### src/rtl/lkc_pkg.sv
package lkc_pkg;
    typedef enum logic [1:0] {
        ST_RUN   = 2'd0,
        ST_WR    = 2'd1,
        ST_DRAIN = 2'd2
    } lkc_state_e;
endpackage

### src/rtl/lkc_delay.sv
module lkc_delay #(
    parameter int W   = 8,
    parameter int LAT = 3
) (
    input  logic         clk,
    input  logic         rst_n,
    input  logic [W-1:0] din,
    output logic [W-1:0] dout
);
    logic [W-1:0] stage_d [LAT];
    logic [W-1:0] stage_q [LAT];

    always_comb begin
        stage_d[0] = din;
        for (int i = 1; i < LAT; i++) begin
            stage_d[i] = stage_q[i-1];
        end
    end

    always_ff @(posedge clk) begin
        if (!rst_n) begin
            for (int i = 0; i < LAT; i++) stage_q[i] <= '0;
        end else begin
            for (int i = 0; i < LAT; i++) stage_q[i] <= stage_d[i];
        end
    end

    assign dout = stage_q[LAT-1];
endmodule

### src/rtl/lkc_wr_cache.sv
module lkc_wr_cache #(
    parameter int AW    = 20,
    parameter int DW    = 144,
    parameter int DEPTH = 4,
    localparam int CW   = $clog2(DEPTH + 1),
    localparam int IW   = (DEPTH > 1) ? $clog2(DEPTH) : 1
) (
    input  logic          clk,
    input  logic          rst_n,
    input  logic          push,
    input  logic [AW-1:0] push_addr,
    input  logic [DW-1:0] push_data,
    input  logic          clear,
    input  logic [AW-1:0] look_a_addr,
    input  logic [AW-1:0] look_b_addr,
    output logic          hit_a,
    output logic          hit_b,
    output logic [DW-1:0] data_a,
    output logic [DW-1:0] data_b,
    input  logic [IW-1:0] rd0_idx,
    input  logic [IW-1:0] rd1_idx,
    output logic [AW-1:0] rd0_addr,
    output logic [DW-1:0] rd0_data,
    output logic [AW-1:0] rd1_addr,
    output logic [DW-1:0] rd1_data,
    output logic [CW-1:0] count
);
    typedef struct packed {
        logic [DEPTH-1:0][AW-1:0] addr;
        logic [DEPTH-1:0][DW-1:0] data;
        logic [CW-1:0]            cnt;
    } cache_t;

    cache_t        cache_d, cache_q;
    logic [IW-1:0] slot;

    always_comb begin
        cache_d = cache_q;
        slot    = cache_q.cnt[IW-1:0];
        if (clear) begin
            cache_d.cnt = '0;
        end else if (push) begin
            cache_d.addr[slot] = push_addr;
            cache_d.data[slot] = push_data;
            cache_d.cnt        = cache_q.cnt + CW'(1);
        end
        // ascending scan: a later (newer) match overrides an older one
        hit_a  = 1'b0;
        hit_b  = 1'b0;
        data_a = '0;
        data_b = '0;
        for (int i = 0; i < DEPTH; i++) begin
            if (CW'(i) < cache_q.cnt && cache_q.addr[i] == look_a_addr) begin
                hit_a  = 1'b1;
                data_a = cache_q.data[i];
            end
            if (CW'(i) < cache_q.cnt && cache_q.addr[i] == look_b_addr) begin
                hit_b  = 1'b1;
                data_b = cache_q.data[i];
            end
        end
    end

    always_ff @(posedge clk) begin
        if (!rst_n) cache_q <= '0;
        else        cache_q <= cache_d;
    end

    assign rd0_addr = cache_q.addr[rd0_idx];
    assign rd0_data = cache_q.data[rd0_idx];
    assign rd1_addr = cache_q.addr[rd1_idx];
    assign rd1_data = cache_q.data[rd1_idx];
    assign count    = cache_q.cnt;

    assert_no_overflow_R3: assert property (@(posedge clk) disable iff (!rst_n)
        push |-> (cache_q.cnt < CW'(DEPTH)));

    assert_clear_empty_R11: assert property (@(posedge clk) disable iff (!rst_n)
        clear |=> (cache_q.cnt == '0));
endmodule

### src/rtl/lookup_coalesce_sched.sv
module lookup_coalesce_sched
    import lkc_pkg::*;
#(
    parameter int AW      = 20,
    parameter int DW      = 144,
    parameter int TW      = 8,
    parameter int DEPTH   = 4,
    parameter int TURN    = 4,
    parameter int RD_LAT  = 5,
    parameter int WR_LAT  = 3,
    parameter int TIMEOUT = 64
) (
    input  logic          clk,
    input  logic          rst_n,
    input  logic          lk_valid,
    output logic          lk_ready,
    input  logic [TW-1:0] lk_tag,
    input  logic [AW-1:0] lk_da_addr,
    input  logic [AW-1:0] lk_sa_addr,
    input  logic          up_valid,
    output logic          up_ready,
    input  logic [AW-1:0] up_addr,
    input  logic [DW-1:0] up_data,
    output logic          rsp_valid,
    output logic [TW-1:0] rsp_tag,
    output logic [DW-1:0] rsp_da_data,
    output logic [DW-1:0] rsp_sa_data,
    output logic          rsp_da_hit,
    output logic          rsp_sa_hit,
    output logic          mem_a_cmd_valid,
    output logic          mem_a_cmd_write,
    output logic [AW-1:0] mem_a_addr,
    output logic [DW-1:0] mem_a_wdata,
    input  logic [DW-1:0] mem_a_rdata,
    output logic          mem_b_cmd_valid,
    output logic          mem_b_cmd_write,
    output logic [AW-1:0] mem_b_addr,
    output logic [DW-1:0] mem_b_wdata,
    input  logic [DW-1:0] mem_b_rdata
);
    localparam int CW    = $clog2(DEPTH + 1);
    localparam int IW    = (DEPTH > 1) ? $clog2(DEPTH) : 1;
    localparam int WIW   = CW + 1;
    localparam int AGW   = $clog2(TIMEOUT + 1);
    localparam int SW    = $clog2(TURN + 1);
    localparam int DRW   = (WR_LAT > 1) ? $clog2(WR_LAT) : 1;
    localparam int RSP_W = 1 + TW + 2 + 2 * DW;

    typedef struct packed {
        lkc_state_e     st;
        logic [AGW-1:0] age;
        logic [SW-1:0]  since;
        logic [WIW-1:0] widx;
        logic [DRW-1:0] drain;
    } ctl_t;

    ctl_t ctl_d, ctl_q;

    logic          push, clear, fire, flush_req;
    logic          hit_a, hit_b;
    logic [DW-1:0] cdata_a, cdata_b;
    logic [IW-1:0] rd0_idx, rd1_idx;
    logic [AW-1:0] rd0_addr, rd1_addr;
    logic [DW-1:0] rd0_data, rd1_data;
    logic [CW-1:0] count;
    logic [1:0][DW-1:0] wd_in, wd_out;
    logic [RSP_W-1:0] rsp_din, rsp_dout;
    logic          rp_valid, rp_hit_a, rp_hit_b;
    logic [TW-1:0] rp_tag;
    logic [DW-1:0] rp_da, rp_sa;
    logic          rd_any, wr_any;

    lkc_wr_cache #(.AW(AW), .DW(DW), .DEPTH(DEPTH)) u_cache (
        .clk(clk), .rst_n(rst_n),
        .push(push), .push_addr(up_addr), .push_data(up_data), .clear(clear),
        .look_a_addr(lk_da_addr), .look_b_addr(lk_sa_addr),
        .hit_a(hit_a), .hit_b(hit_b), .data_a(cdata_a), .data_b(cdata_b),
        .rd0_idx(rd0_idx), .rd1_idx(rd1_idx),
        .rd0_addr(rd0_addr), .rd0_data(rd0_data),
        .rd1_addr(rd1_addr), .rd1_data(rd1_data),
        .count(count)
    );

    always_comb begin
        ctl_d           = ctl_q;
        lk_ready        = 1'b0;
        up_ready        = 1'b0;
        push            = 1'b0;
        clear           = 1'b0;
        mem_a_cmd_valid = 1'b0;
        mem_a_cmd_write = 1'b0;
        mem_a_addr      = lk_da_addr;
        mem_b_cmd_valid = 1'b0;
        mem_b_cmd_write = 1'b0;
        mem_b_addr      = lk_sa_addr;
        wd_in           = '0;
        rd0_idx         = ctl_q.widx[IW-1:0];
        rd1_idx         = rd0_idx + IW'(1);
        flush_req       = (count == CW'(DEPTH)) ||
                          (count != '0 && ctl_q.age >= AGW'(TIMEOUT));

        unique case (ctl_q.st)
            ST_RUN: begin
                lk_ready  = !flush_req;
                up_ready  = !flush_req;
                push      = up_valid && up_ready;
                if (count == '0)                  ctl_d.age = '0;
                else if (ctl_q.age < AGW'(TIMEOUT)) ctl_d.age = ctl_q.age + AGW'(1);
                if (flush_req) begin
                    ctl_d.st   = ST_WR;
                    ctl_d.widx = '0;
                end
            end
            ST_WR: begin
                ctl_d.age = '0;
                if (ctl_q.since >= SW'(TURN)) begin
                    mem_a_cmd_valid = 1'b1;
                    mem_a_cmd_write = 1'b1;
                    mem_a_addr      = rd0_addr;
                    wd_in[0]        = rd0_data;
                    if (ctl_q.widx + WIW'(1) < WIW'(count)) begin
                        mem_b_cmd_valid = 1'b1;
                        mem_b_cmd_write = 1'b1;
                        mem_b_addr      = rd1_addr;
                        wd_in[1]        = rd1_data;
                    end
                    ctl_d.widx = ctl_q.widx + WIW'(2);
                    if (ctl_q.widx + WIW'(2) >= WIW'(count)) begin
                        ctl_d.st    = ST_DRAIN;
                        ctl_d.widx  = '0;
                        ctl_d.drain = DRW'(WR_LAT - 1);
                    end
                end
            end
            ST_DRAIN: begin
                lk_ready = 1'b1;
                if (ctl_q.drain == '0) begin
                    clear     = 1'b1;
                    ctl_d.st  = ST_RUN;
                    ctl_d.age = '0;
                end else begin
                    ctl_d.drain = ctl_q.drain - DRW'(1);
                end
            end
            default: ctl_d.st = ST_RUN;
        endcase

        fire = lk_valid && lk_ready;
        if (fire) begin
            mem_a_cmd_valid = !hit_a;
            mem_b_cmd_valid = !hit_b;
        end

        rd_any = (mem_a_cmd_valid && !mem_a_cmd_write) ||
                 (mem_b_cmd_valid && !mem_b_cmd_write);
        if (rd_any)                        ctl_d.since = '0;
        else if (ctl_q.since < SW'(TURN))  ctl_d.since = ctl_q.since + SW'(1);

        rsp_din = {fire, lk_tag, hit_a, hit_b, cdata_a, cdata_b};
    end

    always_ff @(posedge clk) begin
        if (!rst_n) begin
            ctl_q       <= '0;
            ctl_q.st    <= ST_RUN;
            ctl_q.since <= SW'(TURN);
        end else begin
            ctl_q <= ctl_d;
        end
    end

    for (genvar p = 0; p < 2; p++) begin : g_wdly
        lkc_delay #(.W(DW), .LAT(WR_LAT)) u_wdly (
            .clk(clk), .rst_n(rst_n), .din(wd_in[p]), .dout(wd_out[p])
        );
    end

    lkc_delay #(.W(RSP_W), .LAT(RD_LAT)) u_rsp_pipe (
        .clk(clk), .rst_n(rst_n), .din(rsp_din), .dout(rsp_dout)
    );

    assign {rp_valid, rp_tag, rp_hit_a, rp_hit_b, rp_da, rp_sa} = rsp_dout;
    assign mem_a_wdata = wd_out[0];
    assign mem_b_wdata = wd_out[1];
    assign rsp_valid   = rp_valid;
    assign rsp_tag     = rp_tag;
    assign rsp_da_hit  = rp_hit_a;
    assign rsp_sa_hit  = rp_hit_b;
    assign rsp_da_data = rp_hit_a ? rp_da : mem_a_rdata;
    assign rsp_sa_data = rp_hit_b ? rp_sa : mem_b_rdata;

    // port-level gap counter kept apart from the scheduler's own timer
    assign wr_any = (mem_a_cmd_valid && mem_a_cmd_write) ||
                    (mem_b_cmd_valid && mem_b_cmd_write);
    logic [SW-1:0] gap_q;
    always_ff @(posedge clk) begin
        if (!rst_n) gap_q <= SW'(TURN);
        else if (rd_any) gap_q <= '0;
        else if (gap_q < SW'(TURN)) gap_q <= gap_q + SW'(1);
    end

    assert_turnaround_R6: assert property (@(posedge clk) disable iff (!rst_n)
        wr_any |-> (gap_q >= SW'(TURN)));

    assert_no_rw_mix_R12: assert property (@(posedge clk) disable iff (!rst_n)
        wr_any |-> (!rd_any && !lk_ready));

    assert_flush_full_R4: assert property (@(posedge clk) disable iff (!rst_n)
        (ctl_q.st == ST_RUN && count == CW'(DEPTH)) |=> (ctl_q.st == ST_WR));

    assert_up_held_R3: assert property (@(posedge clk) disable iff (!rst_n)
        (ctl_q.st != ST_RUN) |-> !(up_valid && up_ready));
endmodule

### config.mk
export PLATFORM = sky130hd
export DESIGN_NAME = lookup_coalesce_sched
export DESIGN_NICKNAME = d
export VERILOG_FILES = /design/src/rtl/lkc_pkg.sv /design/src/rtl/lkc_delay.sv /design/src/rtl/lkc_wr_cache.sv /design/src/rtl/lookup_coalesce_sched.sv
export SDC_FILE = /design/constraint.sdc
export NUM_CORES = 2
export LEC_CHECK = 0
export CAP_MARGIN = 0
export CORE_MARGIN = 2
export CORE_UTILIZATION = 35
export CTS_CLUSTER_SIZE = 10
export DETAILED_ROUTE_END_ITERATION = 6
export DONT_BUFFER_PORTS = 1
export REMOVE_ABC_BUFFERS = 1
export SETUP_SLACK_MARGIN = 0.02
export SLEW_MARGIN = 0
export SYNTH_ARGS = -nofsm -noshare
export SYNTH_HDL_FRONTEND = slang
export SYNTH_HIERARCHICAL = 1
export SYNTH_SLANG_ARGS = --single-unit
### constraint.sdc
create_clock -name clk -period 4.2 [get_ports clk]
set_input_delay 1.26 -clock clk [delete_from_list [all_inputs] [get_ports clk]]
set_output_delay 1.26 -clock clk [all_outputs]
set_load 0.05 [all_outputs]
## After elaboration in Yosys (flattened, before gate mapping)

Memories as Yosys holds them, arrays and structs flattened.
Cells that the tools add are included.

- Add/sub/neg operators: 7
- $lt $le $gt $ge: 14
- Equality and inequality tests: 17
- Mux-type cells: 81
- Bitwise operators: 13
- Reductions and logical operators: 36

Operator list:

| cell | number |
|---|---|
| 2-to-1 mux 144 bit | 20 |
| 2-to-1 mux 299 bit | 5 |
| binary-select mux 144 bit (select 2 bit) | 2 |
| bitwise mux 576 bit | 1 |
| 2-to-1 mux 288 bit | 2 |
| demux 144 bit (select 2 bit) | 1 |
| equality test 20 bit | 8 |
| 2-to-1 mux 20 bit | 8 |
| binary-select mux 20 bit (select 2 bit) | 2 |
| bitwise mux 80 bit | 1 |
| demux 20 bit (select 2 bit) | 1 |
| 2-to-1 mux 1 bit | 21 |
| one-hot mux 7 bit (3 select lines) | 1 |
| logical AND 1 bit | 14 |
| 2-to-1 mux 7 bit | 2 |
| 2-to-1 mux 6 bit | 2 |
| bitwise OR 1 bit | 11 |
| inequality test 2 bit (second input constant) | 5 |
| less-than comparator 2 x 3 -> 1 bit (second input constant) | 3 |
| 2-to-1 mux 9 bit | 1 |
| 2-to-1 mux 2 bit | 4 |
| one-hot mux 4 bit (2 select lines) | 1 |
| AND reduction 4 bit | 2 |
| adder 7 x 1 -> 7 bit (second input constant) | 1 |
| other kinds (33) | 49 |

- Bits in registers: 677
- Bits in writable memories: 2359
- Input port bits: 504
- Output and inout port bits: 633
- Logic and storage cells: 186
- Memories: 3

Memory list:

| name | depth | bits a word | read ports | clocked after Yosys merged registers in | write ports | RTL line | text |
|---|---|---|---|---|---|---|---|
| u_rsp_pipe.stage_q | 5 | 299 | 5 | 0 | 5 | lkc_delay.sv:11 | `logic [W-1:0] stage_q [LAT];` |
| g_wdly[0].u_wdly.stage_q | 3 | 144 | 3 | 0 | 3 | lkc_delay.sv:11 |  |
| g_wdly[1].u_wdly.stage_q | 3 | 144 | 3 | 0 | 3 | lkc_delay.sv:11 |  |

## Logic depth before layout (Yosys ltp)

- Word-level depth: 11
- Gate-level depth with buffers: 12

## Hierarchy

The synthesis kept the hierarchy.

By module, submodules not included:

| module | instances | cells each | area an instance (sq um) | sequential area each (sq um) |
|---|---|---|---|---|
| lkc_wr_cache | 1 | 5535 | 45045.7 | 13192.7 |
| lkc_delay (u_rsp_pipe) | 1 | 3156 | 40525.1 | 29928.7 |
| lkc_delay (g_wdly[0].u_wdly ...) | 2 | 911 | 11581.1 | 8648.3 |
| lookup_coalesce_sched | 1 | 866 | 6910.4 | 340.3 |

## Worst setup path before layout

Ideal clock, no wire load.

- Path type: in2out
- Start point: input port lk_da_addr[0]
- End point: output port mem_a_cmd_valid
- Arrival time: 3664 ps
- Data required time: 2940 ps
- Setup slack: -724 ps
- Cell stages on the path: 9
- Path buffers: 3
- Cell sequence: buf_2 > xnor2_1 > nand4_1 > and4bb_2 > nand2_2 > buf_2 > buf_2 > nand3_1 > o21ai_0

- Word-level cells in the longest chain between the ends: 8
- Elaborated cells between the ends (all ways): 14

RTL lines:

| element | RTL line | text |
|---|---|---|
| from (decl) | lookup_coalesce_sched.sv:18 | `input logic [AW-1:0] lk_da_addr,` |
| equality test 20 bit | lkc_wr_cache.sv:53 | `if (CW'(i) < cache_q.cnt && cache_q.addr[i] == look_a_addr) begin` |
| logical AND 1 bit | lkc_wr_cache.sv:53 |  |
| 2-to-1 mux 1 bit (3 in a row) | lkc_wr_cache.sv:53 |  |
| 2-to-1 mux 1 bit * | lkc_wr_cache.sv:53 |  |
| named net hit_a | lookup_coalesce_sched.sv:60 | `logic hit_a, hit_b;` |
| zero test 1 bit * | lookup_coalesce_sched.sv:150 | `mem_a_cmd_valid = !hit_a;` |
| 2-to-1 mux 1 bit * | lookup_coalesce_sched.sv:149 | `if (fire) begin` |
| to (decl) | lookup_coalesce_sched.sv:30 | `output logic mem_a_cmd_valid,` |

The timed path passes the listed nets; every way through them passes the cells marked *.

==> out/results.tsv <==
stage	metric	value	unit
clock_network	Num CTS Buffers	356	
critical_path	critical path's slowest cell	dfxtp_4	
cells_and_area	non-filler cells in the finished layout	15500	
cells_and_area	Layout area overhead	12.6	%
synthesis	Most used DFF post-synth	dfxtp_1	
timing	RSZ-0062 raised after global routing	yes	
drt	DRC Markers	0	
outcome	status	completed	
placement	placed cell area	119000	um2
critical_path	CP Class	reg -> out	
critical_path	crit path cell chain	buf_12 > mux2_2	
clock_network	clk slew on worst S/H paths	0.06	ns
critical_path	worst r2r src	ctl_q[17]	
pwr	P_leak	51.2	nW
synthesis	syn_area_per_cell	10.2	um2
clock_network	H-tree depth	5	
global_routing	pin count of the biggest net entering global routing	493	
timing	fin crit share	99.4	%
critical_path	CP max stage delay	0.82	ns
placement	IO buf count	0	
drt	Via density	5.16	
timing	post-route minimum period	4.17	ns
drt	1st-pass router iterations	6	
global_routing	first-pass GRT wire length	531000	um
placement	dpl cells	15000	
flow_run	max-cap viol count	0	
global_routing	vias in the first global route	76000	
critical_path	buffers plus inverters on the worst setup path	1	
global_routing	initial antenna violation count	26	
die	I/O Pins	1137	
synthesis	top-area cell type share of the netlist area	52.5	%
die	core area	329000	um2
synthesis	area leader, netlist	dfxtp_1	
die	Initial Util	35.1	%
timing	Final WS setup	0.0265	ns
timing	Final Setup Violations	0	
synthesis	post-synthesis cell count	11400	
critical_path	crit-path max FO	71	
critical_path	delay-heaviest family, CP	flip-flops	
synthesis	post-synth cell types	60	
critical_path	Critical Path Source Type	flop	
synthesis	Synth area leaders	dfxtp_1 (53%), and2_1 (14%), mux4_2 (6.4%)	
global_routing	Tot GR Track Use	21.4	%
critical_path	Crit. End Element	primary output	
drt	final wirelength	374000	um
timing	Setup Skew	0.0627	ns
synthesis	count leader, synth	dfxtp_1	
critical_path	CP required	2.94	ns
timing	Tightest Pin Transition	1.48	ns
timing	Worst slew margin	1.27	%
synthesis	ys async rst share	0	%
critical_path	crit path DAT	2.91	ns
cells_and_area	fin area	130000	um2
die	chip width	579	um
drt	Routed Antenna Nets	0	
clock_network	CTS tree	done	
synthesis	synthesized area	116000	um2
synthesis	Seq cells post-synth	3035	
synthesis	EDFF count, synth	0	
synthesis	Yosys warnings	6	
placement	pre-CTS WS	-0.364	ns
clock_network	clock sink count	3035	
critical_path	Setup crit start	u_rsp_pipe/stage_q[0][1484]	
pwr	VDD IR max	0.329	mV
pwr	Pwr Density	502	nW/um2
worst_hold_path	worst min-delay path startpoint	u_rsp_pipe/stage_q[0][668]	
clock_network	Root Buffer	clkbuf_16	
drt	Wirelength per Cell	24.1	um
cells_and_area	share of cells above drive strength 1	12.4	%
die	site row count	211	
timing	Slew Viols, Final	0	
drt	Via Count	80000	
timing	Achievable Freq	0.240	GHz
clock_network	Clock Tree Buf Depth	4	
synthesis	Post-synth top cells	dfxtp_1 (3,035), and2_1 (2,509), nand2_1 (1,681), and3_1 (719), a21boi_0 (658)	
global_routing	remaining global-route overflow	0	
cells_and_area	Total Nets Final	11500	
synthesis	Seq/Total Area, Yosys	52.5	%
worst_hold_path	worst min-delay path class	reg -> reg	
drt	initial drt markers	8231	
placement	RD Place Congestion	0.853	
die	Die Area	335000	um2
timing	Hold Vio Cnt, Final	0	
placement	dpl hpwl	219000	um
clock_network	worst skew pair latency	0.96	ns
die	Die H	579	um
## layout by cell type, fill, tap and decap left out, types with 14 or more instances in the layout
| cell type | instances |
|---|---|
| dfxtp_1 | 3006 |
| and2_1 | 2504 |
| nand2_1 | 1676 |
| and3_1 | 719 |
| a21boi_0 | 658 |
| o21ai_1 | 381 |
| clkbuf_16 | 358 |
| mux4_2 | 328 |
| mux2_2 | 288 |
| a211oi_1 | 269 |
| o21ai_0 | 201 |
| buf_12 | 106 |
| xnor2_1 | 103 |
| buf_4 | 92 |
| xor2_1 | 57 |
| nand4_1 | 29 |
| diode_2 | 27 |
| clkbuf_1 | 27 |
| clkbuf_8 | 26 |
| dfxtp_2 | 23 |
| mux2_4 | 20 |
| a211oi_2 | 19 |
| nor2_1 | 18 |
| ha_1 | 14 |
## layer usage
layer	routed length, um	track usage [%]
met1	151000	27.0
met2	168000	33.5
met5	29	0
met3	34800	5.32
met4	20500	11.6
## registers in the layout (all words and copies together) (netlist names)
name / cells
u_cache/count: 3
u_cache/cache_q: 656
ctl_q: 17
u_rsp_pipe/stage_q: 1495
g_wdly.u_wdly/stage_q: 864
## report_power, final
| part | switching, mW | internal, mW | total, mW |
|---|---|---|---|
| clock | 11.9 | 15.9 | 27.8 |
| sequential | 0.983 | 29.6 | 30.6 |
| combinational | 4.51 | 2.46 | 6.97 |
## metrics by stage
step                      total power, mW   TNS, ns  utilization (%)  hold WS (ns)
final                                65.4         0             39.5         0.407
after global routing                 67.7         0             39.5         0.388
after CTS                            65.9         0             39.5         0.347
after detailed placement             38.0   -268.26             36.3         0.416
after global placement               37.9   -304.18             36.3         0.412
after floorplan                      34.9  -3427.75                -         0.406
## kinds of logic (layout without fill, tap and decap cells)
logic type	Yosys count	in the layout	synth area share (%)
other cells	2	31	0.00649
simple gates	5018	5018	23.6
flops	3035	3035	52.5
xor+xnor	169	169	1.29
compound gates	1544	1544	8.86
mux	640	640	9.42
fa+ha+maj	16	16	0.173
buf+inv	955	683	4.14
## worst paths after layout
| check | end | slack, ns | cells after the start |
|---|---|---|---|
| worst min register to register | u_rsp_pipe/stage_q[0][967] | 0.41 | 1 |
| worst max register to register | u_cache/cache_q[68] | 0.63 | 11 |
| worst min-delay path | u_rsp_pipe/stage_q[0][967] | 0.41 | 1 |
| worst max-delay path | rsp_sa_data[102] | 0.03 | 2 |
## worst reg2reg max path: cells and delay by family, from the launching register on
kind	cells	cell delay, ns
buf+inv	4	0.96
simple gates	4	1.43
compound gates	2	0.46
flops	1	0.33
fa+ha+maj	1	0.28
## area by class of cell
type | instances | area, um2
tap | 4366 | 5460
antenna | 27 | 67.6
fill | 32000 | 199000
clock buffer | 411 | 9420
timing repair buffer | 214 | 3210
sequential | 3035 | 60800
inverter | 15 | 58.8
multi-input combinational | 7391 | 50400
clock inverter | 43 | 762
## timing repair
item / in CTS / in global routing
cloned: 1 / 0
endpoints found under the setup margin: 146 / 23
hold buffers: 0 / 0
gates resized for setup: 66 / 18
pin swaps: 7 / 7
buffers inserted: 7 / 3
Note: power is estimated with default switching activity, not from simulation.
